===== src/rtl/ipres_pkg.sv =====
package ipres_pkg;
    localparam int PRIO_W_DEF = 8;
    localparam int SRC_W_DEF  = 24;
    localparam int OP_W       = 3;
    localparam int N_OPS      = 5;

    typedef enum logic [OP_W-1:0] {
        OP_ACCEPT = 3'd0,
        OP_POLL   = 3'd1,
        OP_CPPR   = 3'd2,
        OP_IPI    = 3'd3,
        OP_EOI    = 3'd4
    } ipres_op_e;
endpackage


===== src/rtl/ipres_cmd_decode.sv =====
module ipres_cmd_decode #(
    parameter int OP_W  = ipres_pkg::OP_W,
    parameter int N_OPS = ipres_pkg::N_OPS
) (
    input  logic             cmd_valid,
    input  logic [OP_W-1:0]  cmd_op,
    output logic [N_OPS-1:0] op_hit
);
    // one strobe per defined code; unknown codes hit nothing
    for (genvar i = 0; i < N_OPS; i++) begin : g_hit
        assign op_hit[i] = cmd_valid && (cmd_op == OP_W'(i));
    end
endmodule


===== src/rtl/ipres_req_eval.sv =====
module ipres_req_eval #(
    parameter int PRIO_W = 8,
    parameter int SRC_W  = 24
) (
    input  logic              req_valid,
    input  logic [SRC_W-1:0]  req_src,
    input  logic [PRIO_W-1:0] req_prio,
    input  logic [PRIO_W-1:0] cur_cppr,
    input  logic [SRC_W-1:0]  cur_src,
    input  logic [PRIO_W-1:0] pend_prio,
    input  logic              pend_ext,
    output logic              take,
    output logic              refuse,
    output logic              displace
);
    logic live;
    logic busy;
    logic blocked;

    assign live     = req_valid && (req_src != '0);
    assign busy     = (cur_src != '0);
    // refused by the core's priority or by an equal-or-better pending source
    assign blocked  = (req_prio >= cur_cppr) || (busy && (pend_prio <= req_prio));
    assign refuse   = live && blocked;
    assign take     = live && !blocked;
    assign displace = take && busy && pend_ext;
endmodule


===== src/rtl/ipres_ipi_check.sv =====
module ipres_ipi_check #(
    parameter int PRIO_W = 8,
    parameter int SRC_W  = 24
) (
    input  logic              enable,
    input  logic [PRIO_W-1:0] ipi_prio,
    input  logic [PRIO_W-1:0] cppr_eff,
    input  logic [SRC_W-1:0]  cur_src,
    input  logic [PRIO_W-1:0] pend_prio,
    input  logic              pend_ext,
    output logic              take,
    output logic              displace
);
    logic fire;
    logic hold;

    assign fire     = enable && (ipi_prio < cppr_eff);
    assign hold     = (cur_src != '0) && (pend_prio <= ipi_prio);
    assign take     = fire && !hold;
    assign displace = take && (cur_src != '0) && pend_ext;
endmodule


===== src/rtl/intr_presenter.sv =====
module intr_presenter #(
    parameter int PRIO_W  = ipres_pkg::PRIO_W_DEF,
    parameter int SRC_W   = ipres_pkg::SRC_W_DEF,
    parameter int IPI_SRC = 2
) (
    input  logic                    clk,
    input  logic                    rst_n,
    input  logic                    cmd_valid,
    input  logic [ipres_pkg::OP_W-1:0] cmd_op,
    input  logic [PRIO_W+SRC_W-1:0] cmd_wdata,
    output logic                    rd_valid,
    output logic [PRIO_W+SRC_W-1:0] rd_data,
    input  logic                    req_valid,
    input  logic [SRC_W-1:0]        req_src,
    input  logic [PRIO_W-1:0]       req_prio,
    output logic                    rej_valid,
    output logic [SRC_W-1:0]        rej_src,
    output logic                    eoi_valid,
    output logic [SRC_W-1:0]        eoi_src,
    output logic                    resend_req,
    output logic                    irq_out
);
    import ipres_pkg::*;

    localparam int WORD_W = PRIO_W + SRC_W;
    localparam logic [PRIO_W-1:0] PRIO_IDLE = '1;
    localparam logic [SRC_W-1:0]  IPI_NUM   = SRC_W'(IPI_SRC);

    typedef struct packed {
        logic [PRIO_W-1:0] cppr;
        logic [SRC_W-1:0]  src;
        logic [PRIO_W-1:0] pp;
        logic [PRIO_W-1:0] mfrr;
        logic              ext;
        logic              irq;
        logic              rej_v;
        logic [SRC_W-1:0]  rej_src;
        logic              eoi_v;
        logic [SRC_W-1:0]  eoi_src;
        logic              resend;
        logic              rd_v;
        logic [WORD_W-1:0] rd;
    } pres_state_t;

    pres_state_t st_d, st_q;

    // state views shared with the bound checker
    logic [PRIO_W-1:0] cur_cppr;
    logic [SRC_W-1:0]  cur_src;
    logic [PRIO_W-1:0] cur_pp;
    logic [WORD_W-1:0] cur_word;

    assign cur_cppr = st_q.cppr;
    assign cur_src  = st_q.src;
    assign cur_pp   = st_q.pp;
    assign cur_word = {st_q.cppr, st_q.src};

    // command decode
    logic [N_OPS-1:0] op_hit;
    logic do_accept, do_poll, do_cppr, do_ipi, do_eoi;

    ipres_cmd_decode #(
        .OP_W  (OP_W),
        .N_OPS (N_OPS)
    ) u_decode (
        .cmd_valid (cmd_valid),
        .cmd_op    (cmd_op),
        .op_hit    (op_hit)
    );

    assign do_accept = op_hit[OP_ACCEPT];
    assign do_poll   = op_hit[OP_POLL];
    assign do_cppr   = op_hit[OP_CPPR];
    assign do_ipi    = op_hit[OP_IPI];
    assign do_eoi    = op_hit[OP_EOI];

    // write-data fields
    logic [PRIO_W-1:0] wr_prio;
    logic [PRIO_W-1:0] eoi_prio;
    logic [SRC_W-1:0]  eoi_num;
    logic              prio_raise;
    logic              nothing_pending;

    assign wr_prio         = cmd_wdata[PRIO_W-1:0];
    assign eoi_prio        = cmd_wdata[WORD_W-1:SRC_W];
    assign eoi_num         = cmd_wdata[SRC_W-1:0];
    assign prio_raise      = wr_prio < st_q.cppr;
    assign nothing_pending = (st_q.src == '0);

    // resend happens on a lowered priority or an end-of-interrupt with an empty slot
    logic resend_go;
    assign resend_go = nothing_pending && ((do_cppr && !prio_raise) || do_eoi);

    // IPI check runs against the priorities as they stand after the command
    logic              ipi_en;
    logic [PRIO_W-1:0] ipi_prio_eff;
    logic [PRIO_W-1:0] ipi_cppr_eff;
    logic              ipi_take;
    logic              ipi_disp;

    assign ipi_en       = do_ipi || resend_go;
    assign ipi_prio_eff = do_ipi ? wr_prio : st_q.mfrr;
    assign ipi_cppr_eff = do_ipi ? st_q.cppr : (do_cppr ? wr_prio : eoi_prio);

    ipres_ipi_check #(
        .PRIO_W (PRIO_W),
        .SRC_W  (SRC_W)
    ) u_ipi (
        .enable    (ipi_en),
        .ipi_prio  (ipi_prio_eff),
        .cppr_eff  (ipi_cppr_eff),
        .cur_src   (st_q.src),
        .pend_prio (st_q.pp),
        .pend_ext  (st_q.ext),
        .take      (ipi_take),
        .displace  (ipi_disp)
    );

    // source-side request evaluation, only in cycles without a command
    logic req_take;
    logic req_refuse;
    logic req_disp;

    ipres_req_eval #(
        .PRIO_W (PRIO_W),
        .SRC_W  (SRC_W)
    ) u_req (
        .req_valid (req_valid && !cmd_valid),
        .req_src   (req_src),
        .req_prio  (req_prio),
        .cur_cppr  (st_q.cppr),
        .cur_src   (st_q.src),
        .pend_prio (st_q.pp),
        .pend_ext  (st_q.ext),
        .take      (req_take),
        .refuse    (req_refuse),
        .displace  (req_disp)
    );

    always_comb begin
        st_d         = st_q;
        st_d.rej_v   = 1'b0;
        st_d.eoi_v   = 1'b0;
        st_d.resend  = 1'b0;
        st_d.rd_v    = 1'b0;

        if (do_accept) begin
            st_d.rd_v = 1'b1;
            st_d.rd   = cur_word;
            st_d.cppr = st_q.pp;
            st_d.src  = '0;
            st_d.pp   = PRIO_IDLE;
            st_d.ext  = 1'b0;
            st_d.irq  = 1'b0;
        end

        if (do_poll) begin
            st_d.rd_v = 1'b1;
            st_d.rd   = cur_word;
        end

        if (do_cppr) begin
            st_d.cppr = wr_prio;
            if (prio_raise && !nothing_pending && (wr_prio <= st_q.pp)) begin
                st_d.src = '0;
                st_d.pp  = PRIO_IDLE;
                st_d.irq = 1'b0;
                st_d.ext = 1'b0;
                if (st_q.ext) begin
                    st_d.rej_v   = 1'b1;
                    st_d.rej_src = st_q.src;
                end
            end
        end

        if (do_ipi) begin
            st_d.mfrr = wr_prio;
        end

        if (do_eoi) begin
            st_d.cppr    = eoi_prio;
            st_d.eoi_v   = 1'b1;
            st_d.eoi_src = eoi_num;
        end

        if (resend_go) begin
            st_d.resend = 1'b1;
        end

        if (ipi_take) begin
            if (ipi_disp) begin
                st_d.rej_v   = 1'b1;
                st_d.rej_src = st_q.src;
            end
            st_d.src = IPI_NUM;
            st_d.pp  = ipi_prio_eff;
            st_d.ext = 1'b0;
            st_d.irq = 1'b1;
        end

        if (req_refuse) begin
            st_d.rej_v   = 1'b1;
            st_d.rej_src = req_src;
        end

        if (req_take) begin
            if (req_disp) begin
                st_d.rej_v   = 1'b1;
                st_d.rej_src = st_q.src;
            end
            st_d.src = req_src;
            st_d.pp  = req_prio;
            st_d.ext = 1'b1;
            st_d.irq = 1'b1;
        end
    end

    always_ff @(posedge clk) begin
        if (!rst_n) begin
            st_q      <= '0;
            st_q.pp   <= PRIO_IDLE;
            st_q.mfrr <= PRIO_IDLE;
        end else begin
            st_q      <= st_d;
        end
    end

    assign rd_valid   = st_q.rd_v;
    assign rd_data    = st_q.rd;
    assign rej_valid  = st_q.rej_v;
    assign rej_src    = st_q.rej_src;
    assign eoi_valid  = st_q.eoi_v;
    assign eoi_src    = st_q.eoi_src;
    assign resend_req = st_q.resend;
    assign irq_out    = st_q.irq;
endmodule


===== config.mk =====
export PLATFORM = sky130hd
export DESIGN_NAME = intr_presenter
export DESIGN_NICKNAME = d
export VERILOG_FILES = /design/src/rtl/ipres_pkg.sv /design/src/rtl/ipres_cmd_decode.sv /design/src/rtl/ipres_req_eval.sv /design/src/rtl/ipres_ipi_check.sv /design/src/rtl/intr_presenter.sv
export SDC_FILE = /design/constraint.sdc
export NUM_CORES = 1
export LEC_CHECK = 0
export BUFFER_PORTS_ARGS = -buffer_cell sky130_fd_sc_hd__buf_2
export CORE_MARGIN = 2
export CORE_UTILIZATION = 40
export CTS_CLUSTER_DIAMETER = 80
export CTS_CLUSTER_SIZE = 16
export DETAILED_ROUTE_END_ITERATION = 10
export PLACE_DENSITY = 0.67
export REMOVE_ABC_BUFFERS = 1
export SYNTH_ARGS = -nofsm -noshare
export SYNTH_HDL_FRONTEND = slang
export SYNTH_SLANG_ARGS = --single-unit

===== constraint.sdc =====
create_clock -name clk -period 5.41 [get_ports clk]
set_clock_uncertainty 0.1 [all_clocks]
set_input_delay 0.2705 -clock clk [delete_from_list [all_inputs] [get_ports clk]]
set_output_delay 0.2705 -clock clk [all_outputs]
set_load 0.01 [all_outputs]

---- Word level (Yosys, flattened, before mapping) ----
Cells that the tools add are included.
storage, ports and cells
  register bits ........................... 134
  input bits .............................. 71
  output and inout bits ................... 85
cells by class
  magnitude comparators ................... 6
  equality and inequality tests ........... 4
  muxes and demuxes ....................... 22
  reductions and logical operators ........ 35
operator list
  cell                                                              number
  25-bit two-way mux                                                5
  27-bit two-way mux                                                4
  32-bit two-way mux                                                3
  40-bit two-way mux                                                2
  33-bit two-way mux                                                2
  24-bit nonzero test                                               2
  8-bit two-way mux                                                 4
  8-bit less-or-equal comparator                                    3
  24-bit zero test                                                  1
  1-bit logical AND                                                 21
  8-bit less-than comparator                                        2
  8-bit >= comparator                                               1
  3-bit by 2-bit == test with 1-bit output (second input constant)  2
  1-bit zero test                                                   5
  3-bit by 1-bit == test with 1-bit output (second input constant)  1
  3-bit == test (second input constant)                             1
  3-bit zero test                                                   1
  1-bit logical OR                                                  3
  3-bit nonzero test                                                1
  2-bit two-way mux                                                 1
  2-bit nonzero test                                                1
  1-bit two-way mux                                                 1

---- Depth between registers and ports, before layout ----
Gate-level depths: netlist of run 1.
  depth in word-level cells ............... 15
  gate-level depth with buffers ........... 17
  depth with buffers taken out ............ 13

---- By module ----
Synthesis of run 1 repeated with hierarchy kept, for this count alone.
second synthesis, totals
  cell total of the unflattened synthesis .. 1045
  area total of the unflattened synthesis .. 8373.0 um^2
by module, submodules not included
  module            instances  cells an instance  area each (um^2)
  intr_presenter    1          900                7297.0
  ipres_req_eval    1          77                 565.5
  ipres_ipi_check   1          63                 446.7
  ipres_cmd_decode  1          5                  63.8

---- Least setup slack after synthesis of run 1 ----
Ideal clock, no wire load.
  path type ............................... input to register
  start point ............................. in cmd_op[0] (netlist bit)
  end point ............................... reg st_q, in the netlist cur_src[0]
  library setup time ...................... 0.117 ns
  arrival time ............................ 3.606 ns
  setup slack ............................. 1.588 ns
  stages .................................. 16
  buffers on the path ..................... 4
  cells stage by stage .................... buf_4 nand4b_1 buf_1 mux2i_1 inv_1 ha_1 a21o_1 a221o_1 a21oi_1 o211ai_1 a311oi_4 nor2_2 and3_1 buf_6 buf_6 a22o_1
RTL lines
  element                                     RTL line                RTL
  start: declaration                          intr_presenter.sv:9     input logic [ipres_pkg::OP_W-1:0] cmd_op,
  3-bit by 2-bit == test with 1-bit output *  ipres_cmd_decode.sv:11  assign op_hit[i] = cmd_valid && (cmd_op == OP_W'(i));
  1-bit logical AND *                         ipres_cmd_decode.sv:11
  8-bit two-way mux *                         -
  via ipi_prio_eff[5]                         intr_presenter.sv:96    logic [PRIO_W-1:0] ipi_prio_eff;
  8-bit less-or-equal comparator              ipres_ipi_check.sv:18   assign hold = (cur_src != '0) && (pend_prio <= ipi_prio);
  1-bit logical AND                           ipres_ipi_check.sv:18
  1-bit zero test                             ipres_ipi_check.sv:19   assign take = fire && !hold;
  1-bit logical AND *                         ipres_ipi_check.sv:19
  32-bit two-way mux *                        intr_presenter.sv:190   if (ipi_take) begin
  32-bit two-way mux *                        intr_presenter.sv:206   if (req_take) begin
  end signal: assignment                      intr_presenter.sv:224   st_q <= st_d;
  end: declaration                            intr_presenter.sv:45    pres_state_t st_d, st_q;
The timed path passes the listed nets; every way through them passes the cells marked *. The select of a mux whose other input is x is not followed.
A chain may end at the register's enable or synchronous reset.

---- Worst setup path after layout of run 1 ----
  start point ............................. in cmd_op[2] (netlist bit)
  end point ............................... reg st_q, in the netlist cur_src[11]
The elaborated chain is that of the path after synthesis.

==> impl_metrics.yaml, run 1 <==
run_status:
  status: "complete, no violations"
timing:
  finalSetupViolCount: 0
  relSlewSlack: 0.231
  max_freq_mhz: 259
  finalSetupTns_ps: 0
  final_hold_viol_count: 0
  post-route-min-period_ps: 3860
  slew_violations: 0
  finalCritPeriodShare: 0.713
  rsz0062_at_grt: "no"
  worst_pin_slew_ps: 1150
  hold-worst-slack_ps: 9.31
worst_setup_path:
  path_cells: "buf_2 -> nand4b_1 -> buf_4 -> mux2i_1 -> inv_1 -> ha_1 -> and3_1 -> a221o_1 -> a21oi_1 -> o211ai_1 -> a311oi_4 -> nor2_2 -> and3_1 -> a22o_1"
  regToRegSetupSlack_ps: 1760
  startpoint_type: "primary input"
  endpoint: "cur_src[11]$_SDFF_PN0_"
  worstSetupPathType: "in -> reg"
  slowest_stage: "and3_1"
  r2r-end: "cur_src[11]$_SDFF_PN0_"
  critPathLaunch: "cmd_op[2]"
  cp_slowest_stage_delay_ps: 550
  worstSetupEndpointType: "register"
  arrival_ps: 4060
  cp_common_cell: "and3_1"
  reg2reg_depth: 12
  cp_data_required_time_ps: 5610
  timing.rr.start: "cur_cppr[5]$_SDFFE_PN0P_"
  path_max_fanout: 28
place:
  io_buffers: 155
  place_congestion: 0.923
  dp_cells: 1125
  hpwlAfterDp_mm: 14.1
clock_network:
  clockRootBuffer: "clkbuf_16"
  cts_setup_buffers: 0
  postCtsResizedCells: 0
  clk_latency_ps: 420
  cts_hold_buf: 30
  cts_buffers: 17
  clkTransAtPathRegs_ps: 60
  htree_levels: 4
  clock_sink_count: 134
  cts_tree: "done"
  clockBufferDepth: 2
final_layout:
  fin_nets: 1064
  layoutNonFillerInstCount: 1187
  diodes: 0
  drive_gt1_frac: 0.212
  syn2layout_area_growth_pct: 17.5
  fill_cells: 1722
synth:
  ys_warn_count: 0
  synth_area_um2: 7070
  synth-seq-area-share: 0.380
  synth_top_family_by_area: "compound AO/OA/AOI/OAI gates"
  yosys.area_share.adder: 0.0779
  ys_ff_latch: 134
  synth.area.mux_share: 0.0542
  netlist-cell-type-count: 54
  synth_top_area_share: 0.380
  postSynthCellCount: 859
  synth_simple_gate_area_frac: 0.172
  post_synth_xor_area_fraction: 0
  synth_edf_count: 0
  synth-async-reset-ratio: 0
  yosys_most_used_dff: "dfxtp_1"
  synth_area_per_cell_um2: 8.23
  synth_compound_area_frac: 0.181
  ys_top_cells_by_area: "dfxtp_1 (38%), nand2_1 (9.3%), buf_4 (8.8%)"
  yosys.area.top_type: "dfxtp_1"
floorplanning:
  io_pins: 156
  die_area_um2: 18700
  num_rows: 48
  initial_core_util: 0.409
  fp.coreArea_um2: 17300
  die_h_um: 137
  die_w_um: 137
drt:
  wl_mm: 20.0
  drc: 0
  ant_nets: 0
  firstDrtPassIters: 9
  vias: 6155
  viasPerCell: 5.19
  wire_per_inst_um: 16.9
  drt_iter0_markers: 360
power:
  peakVddDrop_mv: 0.210
  leakagePower_nw: 3.82
  p_per_area_nw_per_um2: 314
global_route:
  overflow: 0
  grt_max_degree: 94
  grt_pass1_wl_mm: 30.5
  antenna_found_initial: 0
  grt_pass1_vias: 5610
  track_usage: 0.213
worst_hold_path:
  hp-class: "in -> reg"
flow_run:
  cap_viol_max_count: 0
==> through the flow <==
stage / instance area, um^2 / total power, mW / worst slack, ps / utilization
2_1_floorplan: 6270 / 1.27 / 623 / -
3_3_place_gp: 7400 / 1.41 / 1250 / 0.428
3_5_place_dp: 7400 / 1.41 / 1190 / 0.428
4_1_cts: 8300 / 2.62 / 1610 / 0.480
5_1_grt: 8300 / 2.71 / 1330 / 0.480
6_report: 8300 / 2.61 / 1550 / 0.480
==> critical path, delay by kind of cell <==
kind / cells / cell delay, ps
muxes: 1 / 380
and+or+nand+nor: 4 / 950
buffers and inverters: 3 / 560
adders and majority gates: 1 / 310
AOI/OAI and AO/OA: 5 / 1560
==> logic make-up (layout without fill, tap and decap cells) <==
family          count (synthesis)  count (layout)
fa+ha+maj                      44              44
flops                         134             134
compound gates                208             208
simple gates                  270             270
mux                            38              38
buf+inv                       165             268
==> cells in the mapped netlist (5+ instances only) <==
master,n
nand2_1,176
a22oi_1,5
buf_4,83
nor2_1,18
dfxtp_1,134
and2_1,26
a21oi_1,118
mux2i_1,36
inv_1,42
a22o_1,23
o22ai_1,6
o21ai_0,21
nor3_1,7
nor4_1,12
nand3_1,5
ha_1,44
clkbuf_1,33
==> power breakdown <==
part	total [mW]	switching, mW	internal [mW]	leakage (nW)
registers	1.05	0.0291	1.02	1.09
logic	0.364	0.218	0.146	2.45
clock network	1.19	0.463	0.732	0.286
==> per-layer routing <==
layer  vias up  track usage  part of all wire
li1       3059            -                 -
met4         0       0.0785             0.022
met3        32       0.0407             0.052
met2       201        0.345              0.47
met5         -            0                 0
met1      2863        0.280              0.45
==> area by class of cell <==
class,count,area [um^2],share of cell area
repair buffers,194,1140,0.138
flip-flops and latches,134,2680,0.323
inverters,42,158,0.0190
multi-input cells,560,3430,0.413
clock inverters,13,173,0.0208
well taps,225,282,0.0339
clock buffers,19,433,0.0521
==> cells in the final DEF, fill, tap and decap left out, drive strengths merged, types with 19 or more instances in the layout <==
master,n
clkbuf,19
buf,164
dlygate4sd3,30
dfxtp,134
nor2,19
inv,45
mux2i,36
a21oi,118
nand2,176
ha,44
a22o,23
and2,26
o21ai,21
==> registers in the layout, indices dropped and copies added (netlist names) <==
signal	flops
rd_data	32
resend_req	1
irq_out	1
rej_src	24
eoi_src	24
cur_src	24
st_q	9
rej_valid	1
cur_cppr	8
eoi_valid	1
rd_valid	1
cur_pp	8
==> how the worst min path moves through the flow <==
stage | startpoint | end | cells past startpoint
after floorplan | rst_n | st_q[86]$_SDFF_PN1_ | 1
after global placement | eoi_src[19]$_SDFFE_PN0P_ | eoi_src[19]$_SDFFE_PN0P_ | 2
after detailed placement | rd_data[29]$_SDFFE_PN0P_ | rd_data[29]$_SDFFE_PN0P_ | 2
after CTS | req_src[8] | cur_src[8]$_SDFF_PN0_ | 2
after global routing | req_src[8] | cur_src[8]$_SDFF_PN0_ | 2
final | req_src[8] | cur_src[8]$_SDFF_PN0_ | 2
No activity file was read; power rests on OpenSTA's default activity.
==> inputs of run 2 (changes only) <==
--- a/config.mk
+++ b/config.mk
@@ -11,7 +11,7 @@
 export CTS_CLUSTER_DIAMETER = 80
 export CTS_CLUSTER_SIZE = 16
 export DETAILED_ROUTE_END_ITERATION = 10
-export PLACE_DENSITY = 0.67
+export PLACE_DENSITY = 0.69
 export REMOVE_ABC_BUFFERS = 1
 export SYNTH_ARGS = -nofsm -noshare
 export SYNTH_HDL_FRONTEND = slang
==> constraint.sdc (replaced) <==
create_clock -name clk -period 3.2 [get_ports clk]
set_clock_uncertainty 0.1 [all_clocks]
set_input_delay 0.16 -clock clk [delete_from_list [all_inputs] [get_ports clk]]
set_output_delay 0.16 -clock clk [all_outputs]
set_load 0.01 [all_outputs]
==> impl_metrics.yaml, run 2 (synthesis results as in run 1) <==
run_status:
  status: "complete, no violations"
final_layout:
  fin_nets: 1116
  syn2layout_area_growth_pct: 25.4
  drive_gt1_frac: 0.233
  diodes: 0
  final_cell_mix: "nand2_1 (176), buf_2 (154), dfxtp_1 (134)"
  final_common_cell: "nand2_1"
  largest_reg_flops: 32
worst_setup_path:
  path_max_fanout: 26
  slowest_stage: "dlygate4sd3_1"
  critPathLaunch: "cmd_wdata[6]"
  arrival_ps: 3330
  worstSetupPathType: "in -> reg"
  worstSetupEndpointType: "register"
  startpoint_type: "primary input"
  path_cells: "dlygate4sd3_1 -> buf_2 -> mux2i_1 -> nor2_1 -> a21oi_1 -> ha_1 -> and3_1 -> a221o_1 -> a21oi_2 -> o211ai_1 -> nor3_1 -> o211ai_1 -> buf_12 -> o2bb2a_1 -> a21oi_1"
  cp_slowest_stage_delay_ps: 530
  timing.rr.start: "cur_cppr[5]$_SDFFE_PN0P_"
  cp_data_required_time_ps: 3450
worst_hold_path:
  hp-class: "in -> reg"
  min-delay-start: "req_prio[4]"
power:
  leakagePower_nw: 4.11
  peakVddDrop_mv: 0.362
  seqPwrFrac: 0.384
  total_power_mw: 4.63
  p_sw_frac: 0.257
  cell_internal_pwr_mw: 3.44
  power_frac_clock: 0.469
  p_sw_mw: 1.19
  combPwrFrac: 0.146
  p_per_area_nw_per_um2: 522
clock_network:
  cts_tree: "done"
  clock_sink_count: 134
  cts_buffers: 17
  clk_latency_ps: 430
  clkTransAtPathRegs_ps: 60
  clockBufferDepth: 2
  clockRootBuffer: "clkbuf_16"
  htree_levels: 4
floorplanning:
  die_w_um: 137
  num_rows: 48
  fp.coreArea_um2: 17300
  io_pins: 156
  die_area_um2: 18700
  initial_core_util: 0.409
  die_h_um: 137
global_route:
  track_usage: 0.211
  grt_pass1_vias: 5918
  grt_pass1_wl_mm: 30.5
  antenna_found_initial: 0
  overflow: 0
  grt_max_degree: 54
drt:
  viasPerCell: 5.20
  drc: 0
  vias: 6437
  firstDrtPassIters: 5
  wire_per_inst_um: 16.0
  ant_nets: 0
  wl_mm: 19.8
  drt_iter0_markers: 464
place:
  place_congestion: 0.888
  hpwlAfterDp_mm: 13.9
  io_buffers: 155
timing:
  finalCritPeriodShare: 0.961
  finalSetupTns_ps: 0
  final_hold_viol_count: 0
  finalSetupViolCount: 0
  slew_violations: 0
  relSlewSlack: 0.471
  max_freq_mhz: 325
  post-route-min-period_ps: 3070
  worst_pin_slew_ps: 792
  rsz0062_at_grt: "yes"
flow_run:
  cap_viol_max_count: 0
## run 2: final timing paths
kind                                                 to  slack, ps  depth (start not counted)
worst min register to register  eoi_src[6]$_SDFFE_PN0P_        350                          2
worst max register to register    rej_src[1]$_SDFF_PN0_        200                         13
worst min-delay path               cur_pp[4]$_SDFF_PN1_         20                          3
worst max-delay path              rej_src[1]$_SDFF_PN0_        130                         15
## run 2: final cells by class
class | count | area, um^2
flip-flops and latches | 134 | 2680
repair buffers | 246 | 1640
fillers | 1633 | 8430
clock buffers | 18 | 439
well taps | 225 | 282
inverters | 42 | 158
multi-input cells | 560 | 3450
clock inverters | 14 | 221
## run 2: timing repair
action	CTS	global route
endpoints found under the setup margin	0	34
resized for setup	0	6
hold endpoints to repair	85	0
hold buffers	56	0
setup buffers	0	0
## run 2: critical path, delay by kind of cell
kind,cells,cell delay (ps)
mux,1,130
simple gates,3,400
compound gates,7,1430
buf+inv,3,910
fa+ha+maj,1,270
## run 2: per-layer routing
layer / track usage / vias to the layer above / share of wire / wire length, um
li1: - / 3159 / - / -
met1: 0.275 / 3015 / 0.44 / 8760
met2: 0.338 / 212 / 0.47 / 9360
met3: 0.0433 / 51 / 0.053 / 1060
met4: 0.0865 / 0 / 0.033 / 648
met5: 0 / - / 0 / 0
## run 2: through the flow
step	worst slack, ps	instance area (um^2)	hold slack [ps]	util	instances
floorplan	-1480	6270	122	-	736
global placement	-21.2	7630	302	0.441	1152
detailed placement	-85.7	7630	306	0.441	1152
CTS	29.3	8850	2.65	0.512	1240
global route	-6.96	8860	23.5	0.513	1239
finish	125	8860	15.9	0.513	1239
## run 2: power by group through the flow
stage          clock network, mW  logic, mW  registers, mW
6_report                    2.17      0.678           1.78
5_1_grt                     2.29      0.749           1.79
4_1_cts                     2.20      0.667           1.78
3_5_place_dp                   0      0.609           1.81
3_3_place_gp                   0      0.599           1.81
2_1_floorplan                  0      0.333           1.82
